**config.mk**
```make
export PLATFORM = sky130hd
export DESIGN_NAME = tdc_stamp
export DESIGN_NICKNAME = d
export VERILOG_FILES = /design/src/rtl/tdc_stamp_pkg.sv /design/src/rtl/tdc_coarse_ctr.sv /design/src/rtl/tdc_edge_det.sv /design/src/rtl/tdc_fine_enc.sv /design/src/rtl/tdc_stamp.sv
export SDC_FILE = /design/constraint.sdc
export NUM_CORES = 1
export LEC_CHECK = 0
export BUFFER_PORTS_ARGS = -buffer_cell sky130_fd_sc_hd__buf_4
export CAP_MARGIN = 20
export CORE_MARGIN = 1
export CORE_UTILIZATION = 36
export DETAILED_ROUTE_END_ITERATION = 12
export PLACE_DENSITY = 0.59
export SLEW_MARGIN = 20
export SYNTH_ARGS = -nofsm -noshare
export SYNTH_HDL_FRONTEND = slang
export SYNTH_SLANG_ARGS = --single-unit
```
**constraint.sdc**
```tcl
create_clock -name clk -period 9.9 [get_ports clk]
set_clock_uncertainty 0.1 [all_clocks]
set_input_delay 1.98 -clock clk [delete_from_list [all_inputs] [get_ports clk]]
set_output_delay 1.98 -clock clk [all_outputs]
set_load 0.05 [all_outputs]
```
**src/rtl/tdc_stamp_pkg.sv**
```systemverilog
package tdc_stamp_pkg;

  // Combined time in tap-delay units: whole periods expressed as taps, plus fine taps.
  function automatic longint unsigned stamp_time(input longint unsigned coarse,
                                                 input longint unsigned fine,
                                                 input longint unsigned taps_per_clk,
                                                 input longint unsigned tap_delay);
    return (coarse * taps_per_clk + fine) * tap_delay;
  endfunction

endpackage

```
**src/rtl/tdc_coarse_ctr.sv**
```systemverilog
module tdc_coarse_ctr #(
  parameter int CNT_W = 16
) (
  input  logic             clk,
  input  logic             rst,
  output logic [CNT_W-1:0] count
);
  // Free-running, wraps naturally at 2^CNT_W
  always_ff @(posedge clk) begin
    if (rst) count <= '0;
    else     count <= count + 1'b1;
  end
endmodule

```
**src/rtl/tdc_edge_det.sv**
```systemverilog
module tdc_edge_det (
  input  logic clk,
  input  logic rst,
  input  logic tap0,
  input  logic fall_sel,
  output logic evt
);
  logic prev_q;

  always_ff @(posedge clk) begin
    if (rst) prev_q <= 1'b0;
    else     prev_q <= tap0;
  end

  // Compare the first tap against its previous-cycle sample: one event per transition
  assign evt = !rst && (fall_sel ? (prev_q && !tap0) : (!prev_q && tap0));
endmodule

```
**src/rtl/tdc_fine_enc.sv**
```systemverilog
module tdc_fine_enc #(
  parameter int NTAPS = 32
) (
  input  logic [NTAPS-1:0]         raw,
  input  logic                     invert,
  output logic [$clog2(NTAPS)-1:0] idx,
  output logic                     all_set
);
  localparam int FINE_W = $clog2(NTAPS);

  logic [NTAPS-1:0] adj;

  // Per-tap polarity stage
  for (genvar t = 0; t < NTAPS; t++) begin : g_pol
    assign adj[t] = raw[t] ^ invert;
  end

  // Highest set bit wins; an empty vector gives zero
  always_comb begin
    idx = '0;
    for (int i = 0; i < NTAPS; i++) begin
      if (adj[i]) idx = FINE_W'(i);
    end
  end

  assign all_set = &adj;
endmodule

```
**src/rtl/tdc_stamp.sv**
```systemverilog
module tdc_stamp #(
  parameter int NTAPS        = 32,
  parameter int CNT_W        = 16,
  parameter int TAP_DELAY    = 20,
  parameter int TAPS_PER_CLK = 250
) (
  input  logic                                              clk,
  input  logic                                              rst,
  input  logic                                              edge_sel,
  input  logic [NTAPS-1:0]                                  fine_bits,
  output logic                                              ts_valid,
  output logic [CNT_W-1:0]                                  ts_coarse,
  output logic [$clog2(NTAPS)-1:0]                          ts_fine,
  output logic                                              ts_ovf,
  output logic [CNT_W+$clog2(TAPS_PER_CLK*TAP_DELAY):0]     ts_time
);
  import tdc_stamp_pkg::*;

  localparam int FINE_W = $clog2(NTAPS);
  localparam int TIME_W = CNT_W + $clog2(TAPS_PER_CLK * TAP_DELAY) + 1;

  // Named internal events, visible to the bound checker
  logic              hit_evt;
  logic [CNT_W-1:0]  cnt_q;
  logic [FINE_W-1:0] fine_idx_w;
  logic              all_set_w;

  tdc_coarse_ctr #(.CNT_W(CNT_W)) u_ctr (
    .clk   (clk),
    .rst   (rst),
    .count (cnt_q)
  );

  tdc_edge_det u_edge (
    .clk      (clk),
    .rst      (rst),
    .tap0     (fine_bits[0]),
    .fall_sel (edge_sel),
    .evt      (hit_evt)
  );

  tdc_fine_enc #(.NTAPS(NTAPS)) u_enc (
    .raw     (fine_bits),
    .invert  (edge_sel),
    .idx     (fine_idx_w),
    .all_set (all_set_w)
  );

  // Capture coarse and fine in the same edge
  always_ff @(posedge clk) begin
    if (rst) begin
      ts_valid  <= 1'b0;
      ts_coarse <= '0;
      ts_fine   <= '0;
      ts_ovf    <= 1'b0;
    end else begin
      ts_valid <= hit_evt;
      if (hit_evt) begin
        ts_coarse <= cnt_q;
        ts_fine   <= fine_idx_w;
        ts_ovf    <= all_set_w;
      end
    end
  end

  assign ts_time = TIME_W'(stamp_time(64'(ts_coarse), 64'(ts_fine),
                                      64'(TAPS_PER_CLK), 64'(TAP_DELAY)));
endmodule

```
### Yosys cells after proc, flatten, opt, wreduce, memory -nomap -nowiden

Cells that the tools add are included.

* flip-flop bits (word level): 40

* reductions and logical operators: 7
* mux-type cells: 32
* add/sub/neg operators: 2
* bitwise logic cells: 32
* multipliers: 2

Operators with widths (number)
* 2-to-1 mux 5 bit: 16
* 2-to-1 mux 4 bit: 8
* AND reduction 32 bit: 1
* XOR 1 bit: 32
* multiplier 25 x 3 -> 28 bit, second input constant: 1
* adder 24 x 5 -> 25 bit: 1
* multiplier 16 x 7 -> 23 bit, second input constant: 1
* adder 16 x 1 -> 16 bit, second input constant: 1
* 2-to-1 mux 3 bit: 4
* 2-to-1 mux 2 bit: 2
* logical AND 1 bit: 3
* logical NOT 1 bit: 3
* 2-to-1 mux 1 bit: 2

### Longest topological paths before layout

Gate-level depths: netlist of run 1.

* depth in word-level cells: 32
* gate-level depth with buffers: 29
* mapped depth without buffers: 29

### Modules after synthesis

From an unflattened synthesis of run 1, not the netlist that was laid out.

* cells, all modules: 860
* area, all modules: 7196.9 sq um

By module, submodules not included
* tdc_stamp: sequential area each 460.4 sq um, instances 1, cells each 600, area each 5357.6 sq um
* tdc_fine_enc: sequential area each 0.0 sq um, instances 1, cells each 174, area each 1027.2 sq um
* tdc_coarse_ctr: sequential area each 320.3 sq um, instances 1, cells each 81, area each 764.5 sq um
* tdc_edge_det: sequential area each 20.0 sq um, instances 1, cells each 5, area each 47.5 sq um

### Worst setup path after synthesis of run 1

OpenSTA, ideal clock, no wires.

* kind: reg-to-output
* start point: register ts_coarse[1]
* end point: output ts_time[27]
* data required time: 7820 ps
* path slack: 330 ps
* cell stages (with the launch flop): 26
* buffers on the path: 0
* arrival: 7490 ps
* path through: dfxtp_1 > fa_1 > fa_1 > inv_1 > fa_1 > fa_1 > inv_1 > ha_1 > xnor2_1 > nor3b_1 > nand3_1 > nor4_1 > nand3_1 > xnor2_1 > ha_1 > ha_1 > a21oi_1 > nand2_1 > a21oi_1 > o21ai_1 > a211oi_1 > o21ai_1 > o31a_1 > a211oi_2 > a21oi_1 > xor2_1

* cells in the longest elaborated chain, start to end: 3

Ends and longest elaborated chain
* from (decl): line tdc_stamp.sv:12 `output logic [CNT_W-1:0] ts_coarse,`
* from (signal assigned): line tdc_stamp.sv:59 `ts_coarse <= cnt_q;`
* multiplier 16 x 7 -> 23 bit: line tdc_stamp_pkg.sv:8 `return (coarse * taps_per_clk + fine) * tap_delay;`
* adder 24 x 5 -> 25 bit: line tdc_stamp_pkg.sv:8
* multiplier 25 x 3 -> 28 bit: line tdc_stamp_pkg.sv:8
* to (decl): line tdc_stamp.sv:15 `output logic [CNT_W+$clog2(TAPS_PER_CLK*TAP_DELAY):0] ts_time`

Every way passes these cells.

### Worst setup path after layout of run 1

Ends and elaborated chain as after synthesis.

==> results of run 1 <==
[flip-flops by register name, summed over array words and instances (netlist names)]
name and flops:
ts_coarse 16, ts_fine 5, ts_ovf 1, ts_valid 1
u_ctr.count 16, u_edge.prev_q 1
[cell usage in the layout (no fill, tap or decap), drive strengths merged, types with 17 or more instances in the layout]
cell type,netlist,routed
xor2,35,35
inv,103,103
o21ai,31,31
nor2,49,49
dfxtp,40,40
fa,56,56
ha,103,103
xnor2,39,39
a21oi,61,61
nand2,79,79
a21o,17,17
nand3,34,34
buf,7,87
nor3,25,25
[per-layer routing]
layer  routed length [µm]  vias to the layer above  share of wire
met5                    0                        -              0
met1                 7220                     2516           0.51
li1                     -                     2985              -
met2                 6410                       71           0.45
met3                  371                       12          0.026
met4                  146                        0          0.010
[what timing repair did]
item	4_1_cts	5_1_grt
resized for setup	0	10
hold endpoints to repair	0	0
setup endpoints to repair	0	6
[power by group through the flow]
stage	Sequential, W	Combinational, W	Clock (W)
after floorplan	0.000180	0.000123	0
after global placement	0.000173	0.000182	0
after detailed placement	0.000174	0.000183	0
after CTS	0.000170	0.000184	0.000197
after global routing	0.000171	0.000197	0.000205
final	0.000170	0.000181	0.000193
[worst reg2reg max path, cell delays in order, from the launching register on]
cell     delay, ns
dfxtp_1       0.42
and3_1        0.21
and3_1        0.20
nand3_1       0.12
nor2_1        0.17
and3_1        0.22
nand4_1       0.12
xor2_1        0.15
nor2_1        0.05
[final timing paths]
check / from / to / depth (start not counted)
setup / recovery: ts_coarse[1] / ts_time[27] / 26
hold / removal: u_ctr.count[0] / u_ctr.count[0] / 1
setup reg to reg: u_ctr.count[3] / u_ctr.count[15] / 8
hold reg to reg: u_ctr.count[0] / u_ctr.count[0] / 1
[per-stage QoR]
step                total power (W)  std cells  setup slack (ns)  hold slack (ns)
floorplan                  0.000302        827             0.330            0.326
global placement           0.000356       1121             0.701            0.343
finish                     0.000544       1129             0.539            0.363
detailed placement         0.000356       1121             0.572            0.351
CTS                        0.000550       1129             0.239            0.366
global route               0.000573       1129            0.0148            0.389
[layout make-up]
| cell class | count | area, µm² |
|---|---|---|
| clock inverters | 1 | 30.0 |
| flip-flops and latches | 40 | 807 |
| well taps | 229 | 287 |
| inverters | 103 | 387 |
| clock buffers | 7 | 153 |
| repair buffers | 87 | 653 |
| fillers | 1831 | 10300 |
| multi-input cells | 662 | 5500 |
[logic make-up (layout without fill, tap and decap cells)]
group / after synthesis / after routing
AND/OR/NAND/NOR: 264 / 264
AO/OA/AOI/OAI: 162 / 162
adder cells (fa/ha/maj): 159 / 159
buffers and inverters: 125 / 198
XOR/XNOR: 74 / 74
flip-flops: 40 / 40
other: 1 / 2
multiplexers: 1 / 1
==> flow_summary.yaml, run 1 <==
timing:
  max_slew.worst_pin.slew_ns: 0.627
  min_period_ns: 9.36
  clock.fmax_mhz: 107
  rsz0062_at_grt: "no"
  min_period_over_period: 0.946
  setup_violations: 0
  relSlewSlack: 0.582
  drv_slew: 0
  fin_tns_setup_ns: 0
  hold_viol_final: 0
synth:
  synth-simple-area-share: 0.197
  ys_types: 68
  synthCells: 826
  synth-compound-area-share: 0.155
  ys_top_cells_by_area: "ha_1, fa_1, dfxtp_1"
  synth_edf_count: 0
  synthMuxAreaShare: 0.00148
  syn_avg_cell_area_um2: 8.17
  ys_warn_count: 0
  synth_seq_cells: 40
  ys.flop_type: "dfxtp_1"
  async_flop_share: 0
  synth-xor-area-share: 0.0994
  synthAdderAreaFrac: 0.357
  yosysTopAreaCell: "ha_1"
  synth_area_um2: 6750
  synth_seq_area_share: 0.119
  synth_common_cells: "ha_1, inv_1, nand2_1, a21oi_1, fa_1"
  synth_top_family_by_area: "adder cells"
  synth_top_area_share: 0.191
clocking:
  clkTransAtPathRegs_ns: 0.06
  htreeDepth: 2
  clock-sinks: 40
  numCtsBuffers: 5
  clk-insertion-delay-late_ns: 0.28
  cts_tree: "yes"
  cts_max_path_buffers: 2
  cts_hold_buf: 0
  post_cts_buffers: 0
  clockRootBuffer: "clkbuf_16"
cells_and_area:
  drive_gt1_frac: 0.148
  stdcell_area_um2: 7820
  syn_to_final_growth_pct: 15.8
  final_util: 0.431
  finalNetCount: 1093
  antennaDiodeCount: 0
power_and_ir_drop:
  p_leak_nw: 3.90
  powerDensity_nw_per_um2: 69.6
  pwr-share-seq: 0.313
  clockPowerShare: 0.355
  ir_drop_uv: 67.8
  p_sw_w: 0.000184
  combinationalPowerShare: 0.333
  swShare: 0.338
  p_int_w: 0.000360
routing:
  finalWirelength_um: 14100
  avgRoutedWirePerCell_um: 12.5
  dr.pass1.iters: 9
  ant_nets: 0
  vias: 5584
  drt-vias-per-instance: 4.95
  drt-initial-drc-count: 219
  drc_errors: 0
floorplan:
  initial_utilization: 0.372
  num_io_pins: 88
  die_w_um: 139
  row_count: 49
  die_h_um: 139
  dieArea_um2: 19300
  core_area_um2: 18100
global_routing:
  grt_first_pass_wirelength_um: 24600
  antenna_found_initial: 0
  busiest_layer: "met2"
  track_usage: 0.150
  gr-usage-met2: 0.250
  grt_max_degree: 63
  grt_use_met1: 0.212
  first_global_vias: 5321
  use_met3: 0.0152
  grt_remaining_overflow: 0
place:
  dp_hpwl_um: 11800
  place_congestion: 0.850
  place_area_um2: 7600
  io_buffer_count: 85
critical_path:
  cp_max_fo: 8
  path_delay_family: "adder cells"
  crit_arrival_ns: 7.28
  crit_path_max_incr_delay_ns: 0.52
  endpoint_kind: "primary output"
  rrSetupSlack_ns: 8.02
  path_class: "flip-flop to primary output"
  cp-start-kind: "flip-flop"
  slowest_stage: "fa_1"
  cp.buffers_inverters: 3
  worst_path_most_repeated_cell: "fa_1"
  cp.required_ns: 7.82
run:
  maxCapViolCount: 0
hold_path:
  hold_class: "flip-flop to flip-flop"
run_status:
  status: "finished clean"
No activity file was read; power rests on OpenSTA's default activity.
==> inputs of run 2 (changes only) <==
- SYNTH_HIERARCHICAL: default -> 1
==> flow_summary.yaml, run 2 <==
run_status:
  status: "finished clean"
routing:
  vias: 6186
  drc_errors: 0
  drt-vias-per-instance: 5.14
  drt-initial-drc-count: 187
  avgRoutedWirePerCell_um: 13.4
  finalWirelength_um: 16200
  dr.pass1.iters: 4
  ant_nets: 0
cells_and_area:
  final_common_cell: "ha_1"
  drive_gt1_frac: 0.146
  final_cell_mix: "ha_1, inv_1, buf_4"
  syn_to_final_growth_pct: 15.9
  final_util: 0.427
  largestRegisters: "ts_coarse x16, u_ctr/count x16, ts_fine x5"
  finalNetCount: 1132
  antennaDiodeCount: 0
synth:
  synth_edf_count: 0
  synth-xor-area-share: 0.0706
  ys_types: 82
  synthAdderAreaFrac: 0.335
  async_flop_share: 0
  synth_top_area_share: 0.179
  synth_top_family_by_area: "adder cells"
  synth_common_cells: "ha_1, inv_1, nor2_1, fa_1"
  ys.flop_type: "dfxtp_1"
  synth-compound-area-share: 0.168
  ys_top_cells_by_area: "ha_1, fa_1, dfxtp_1"
  yosys.cell_count.top_type: "ha_1"
  syn_avg_cell_area_um2: 8.37
  synth_area_um2: 7200
  synth_seq_area_share: 0.111
  synth-simple-area-share: 0.205
  synthMuxAreaShare: 0.0410
  synthCells: 860
  ys_warn_count: 6
  synth_seq_cells: 40
  yosysTopAreaCell: "ha_1"
timing:
  setup_violations: 0
  fin_ws_ns: 0.338
  clock.fmax_mhz: 105
  min_period_over_period: 0.966
  hold_viol_final: 0
  drv_slew: 0
  relSlewSlack: 0.666
  fin_tns_setup_ns: 0
  hold-worst-slack_ns: 0.410
  min_period_ns: 9.56
  max_slew.worst_pin.slew_ns: 0.500
global_routing:
  first_global_vias: 5648
  grt_first_pass_wirelength_um: 27100
  grt_remaining_overflow: 0
  track_usage: 0.161
  grt_max_degree: 54
  antenna_found_initial: 0
critical_path:
  path_class: "flip-flop to primary output"
  endpoint_kind: "primary output"
  crit_end: "ts_time[26]"
  rrSetupSlack_ns: 8.08
  cp-start-kind: "flip-flop"
  rr_startpoint: "u_ctr/count[0]"
  crit_arrival_ns: 7.48
  cp.required_ns: 7.82
  critPathLaunch: "ts_coarse[2]"
  worstRegToRegCells: 4
  cp_max_fo: 6
  r2r_end: "u_ctr/count[10]"
place:
  place_ws_ns: 0.375
  io_buffer_count: 85
  dp_hpwl_um: 13500
  place_congestion: 0.913
power_and_ir_drop:
  powerDensity_nw_per_um2: 58.0
  ir_drop_uv: 53.9
  p_leak_nw: 4.09
  total_power_w: 0.000483
clocking:
  clockRootBuffer: "clkbuf_16"
  numCtsBuffers: 5
  htreeDepth: 2
  clk-insertion-delay-late_ns: 0.28
  cts_tree: "yes"
  cts_hold_buf: 0
  clkTransAtPathRegs_ns: 0.06
  cts_max_path_buffers: 2
  clock-sinks: 40
floorplan:
  die_w_um: 143
  core_area_um2: 19500
  num_io_pins: 88
  dieArea_um2: 20600
  die_h_um: 143
  row_count: 51
  initial_utilization: 0.369
run:
  maxCapViolCount: 0
hold_path:
  hold_class: "flip-flop to flip-flop"
  worstHoldStart: "u_ctr/count[0]"
-- run 2: cell types whose count changed in the layout (fill, tap and decap cells not counted), moves of 6 or more --
cell	before	now
buf_4	87	93
inv_1	103	97
nand2b_1	5	12
or3_1	16	8
nand3_1	32	20
nor4_1	3	10
nand2_1	78	51
mux2i_1	1	25
o21ai_0	19	31
nor2b_1	5	16
nor2_1	49	74
xor2_1	32	21
and3_1	16	8
a21oi_1	58	49
-- run 2: power breakdown --
part	switching, W	total, W	internal [W]
combinational	0.0000829	0.000131	0.0000476
clock	0.0000645	0.000184	0.000120
sequential	0.00000480	0.000169	0.000164
total	0.000152	0.000483	0.000331
-- run 2: layout make-up --
cell class,instances,area (µm²)
Multi-Input combinational cell,701,5970
Inverter,97,364
Timing Repair Buffer,93,698
Fill cell,1998,11200
Sequential cell,40,807
Tap cell,265,332
Clock buffer,5,125
Clock inverter,3,46.3
-- run 2: repair_timing --
action / in CTS / in global routing
setup endpoints to repair: 0 / 5
setup buffers: 0 / 1
resized for setup: 0 / 16
-- run 2: worst min path at each step --
| stage | to | depth (start not counted) | slack (ns) |
|---|---|---|---|
| after global placement | ts_ovf | 2 | 0.39 |
| after floorplan | u_ctr/count[0] | 1 | 0.35 |
| after detailed placement | ts_ovf | 2 | 0.39 |
| after global routing | u_ctr/count[0] | 1 | 0.44 |
| final | u_ctr/count[0] | 1 | 0.41 |
| after CTS | u_ctr/count[0] | 1 | 0.41 |
-- run 2: logic make-up after synthesis --
logic type,Yosys count
compound gates,186
xor+xnor,58
fa+ha+maj,159
buf+inv,120
flops,40
mux,29
other cells,1
simple gates,267
-- run 2: through the flow --
step	instances	area (µm²)
finish	1204	8340
global route	1204	8340
CTS	1203	8270
detailed placement	1195	8100
global placement	1195	8100
floorplan	861	7210
-- run 2: per-layer routing --
metal  track usage  vias up  part of all wire
met5             0        -                 0
met1         0.224     2904              0.49
met3        0.0147        7             0.030
li1              -     3175                 -
met2         0.275      100              0.47
met4        0.0207        0            0.0061
-- run 2: worst max-delay path, stage by stage (launching register included) --
cell      delay (ns)
dfxtp_1         0.31
buf_4           0.15
fa_1            0.50
fa_1            0.52
inv_1           0.05
fa_1            0.40
fa_1            0.49
inv_1           0.04
ha_1            0.33
or4_1           0.53
o21a_1          0.15
and3_4          0.17
or4b_4          0.49
nand3_4         0.12
nand2_1         0.06
or4b_4          0.57
xor2_2          0.17
ha_1            0.30
ha_2            0.32
nor2b_1         0.14
a311o_1         0.34
a31oi_2         0.19
o21ai_1         0.12
a2111o_1        0.39
and3_1          0.14
buf_4           0.18
==> inputs of run 3 (changes only) <==
- REMOVE_ABC_BUFFERS: default -> 1
==> flow_summary.yaml, run 3 (synthesis results as in run 2) <==
floorplan:
  die_h_um: 143
  die_w_um: 143
  dieArea_um2: 20600
  row_count: 51
  core_area_um2: 19500
  num_io_pins: 88
  initial_utilization: 0.369
clocking:
  numCtsBuffers: 5
  cts_hold_buf: 0
  clock-sinks: 40
  cts_tree: "yes"
  clkTransAtPathRegs_ns: 0.06
  cts_max_path_buffers: 2
  clk-insertion-delay-late_ns: 0.28
  htreeDepth: 2
  clockRootBuffer: "clkbuf_16"
routing:
  dr.pass1.iters: 4
  drt-initial-drc-count: 205
  avgRoutedWirePerCell_um: 12.8
  finalWirelength_um: 15400
  drt-vias-per-instance: 5.00
  ant_nets: 0
  vias: 6033
  drc_errors: 0
critical_path:
  cp_max_fo: 7
  rr_startpoint: "u_edge/prev_q"
  crit_path_max_incr_delay_ns: 0.58
  slowest_stage: "or4b_4"
  r2r_end: "ts_coarse[12]"
  cp.required_ns: 7.82
  rrSetupSlack_ns: 7.79
  crit_arrival_ns: 7.59
  endpoint_kind: "primary output"
  worst_path_most_repeated_cell: "fa_1"
  path_class: "flip-flop to primary output"
  cp-start-kind: "flip-flop"
  worstRegToRegCells: 4
cells_and_area:
  antennaDiodeCount: 0
  final-instance-count-excl-fill: 1206
  stdcell_area_um2: 8400
  largestRegisters: "ts_coarse x16, u_ctr/count x16, ts_fine x5"
  finalNetCount: 1134
  final_common_cell: "ha_1"
  syn_to_final_growth_pct: 16.7
  drive_gt1_frac: 0.150
  final_cell_mix: "ha_1, inv_1, buf_4"
timing:
  setup_violations: 0
  min_period_over_period: 0.976
  rsz0062_at_grt: "yes"
  fin_tns_setup_ns: 0
  drv_slew: 0
  clock.fmax_mhz: 103
  min_period_ns: 9.67
  hold_viol_final: 0
  fin_ws_ns: 0.234
  hold-worst-slack_ns: 0.402
  max_slew.worst_pin.slew_ns: 1.02
  relSlewSlack: 0.321
place:
  io_buffer_count: 85
  place_ws_ns: 0.257
  dp_hpwl_um: 12700
  place_area_um2: 8090
  place_congestion: 0.803
  dp.cells: 1194
run:
  maxCapViolCount: 0
global_routing:
  antenna_found_initial: 0
  grt_first_pass_wirelength_um: 25900
  track_usage: 0.153
  grt_remaining_overflow: 0
  grt_max_degree: 54
  first_global_vias: 5501
power_and_ir_drop:
  combinationalPowerShare: 0.263
  p_leak_nw: 4.08
  p_int_w: 0.000344
  clockPowerShare: 0.398
  powerDensity_nw_per_um2: 58.9
  ir_drop_uv: 56.5
  p_sw_w: 0.000151
  swShare: 0.305
  pwr-share-seq: 0.338
hold_path:
  whs_endpoint: "ts_ovf"
  hold_class: "flip-flop to flip-flop"
  whs_path_depth: 2
  worstHoldStart: "ts_ovf"
run_status:
  status: "finished clean"
[run 3: cell count changes in the layout (fill, tap and decap cells not counted), sizes merged]
| cell | previous run | this run |
|---|---|---|
| inv | 98 | 97 |
| clkbuf | 5 | 7 |
| buf | 93 | 95 |
| clkinvlp | 1 | 0 |
[run 3: worst max path at each step]
stage	startpoint	to	slack, ns	depth (start not counted)
3_5_place_dp	ts_coarse[4]	ts_time[27]	0.26	25
3_3_place_gp	ts_coarse[4]	ts_time[27]	0.34	25
5_1_grt	ts_coarse[1]	ts_time[26]	-0.02	25
2_1_floorplan	ts_coarse[1]	ts_time[28]	-0.01	23
4_1_cts	ts_coarse[0]	ts_time[26]	0.001	24
6_report	ts_coarse[1]	ts_time[26]	0.23	25
[run 3: metrics by stage]
step,utilization,power (W)
3_3_place_gp,0.414,0.000302
3_5_place_dp,0.414,0.000301
4_1_cts,0.424,0.000502
5_1_grt,0.430,0.000521
6_report,0.430,0.000495
2_1_floorplan,-,0.000253
[run 3: timing repair]
| item | 4_1_cts | 5_1_grt |
|---|---|---|
| resized for setup | 2 | 17 |
| pin swaps | 0 | 4 |
| buffers inserted | 0 | 4 |
| cloned | 0 | 0 |
| endpoints found under the hold margin | 0 | 0 |
| setup endpoints to repair | 3 | 6 |
[run 3: layout make-up]
type                    instances  area, µm²
clock inverters                 1       30.0
fillers                      1992      11100
repair buffers                 95        713
flip-flops and latches         40        807
well taps                     265        332
multi-input cells             701       6000
inverters                      97        364
clock buffers                   7        153
[run 3: layer usage]
metal,track usage,vias up,part of all wire
li1,-,3183,-
met5,0,-,0
met2,0.251,65,0.46
met1,0.214,2776,0.50
met4,0.0258,0,0.0067
met3,0.0223,9,0.031
[run 3: power groups by stage]
| stage | logic [W] | registers, W | clock network (W) |
|---|---|---|---|
| after global placement | 0.000130 | 0.000171 | 0 |
| after floorplan | 0.0000768 | 0.000176 | 0 |
| final | 0.000130 | 0.000167 | 0.000197 |
| after CTS | 0.000131 | 0.000168 | 0.000203 |
| after detailed placement | 0.000130 | 0.000171 | 0 |
| after global routing | 0.000144 | 0.000168 | 0.000209 |
[run 3: critical path, delay by kind of cell (launching register included)]
family / cells / cell delay (ns)
DFF: 1 / 0.31
and+or+nand+nor: 8 / 2.22
adders and majority gates: 7 / 2.85
AOI/OAI and AO/OA: 5 / 1.31
buffers and inverters: 4 / 0.43
xor gates and xnor gates: 1 / 0.17
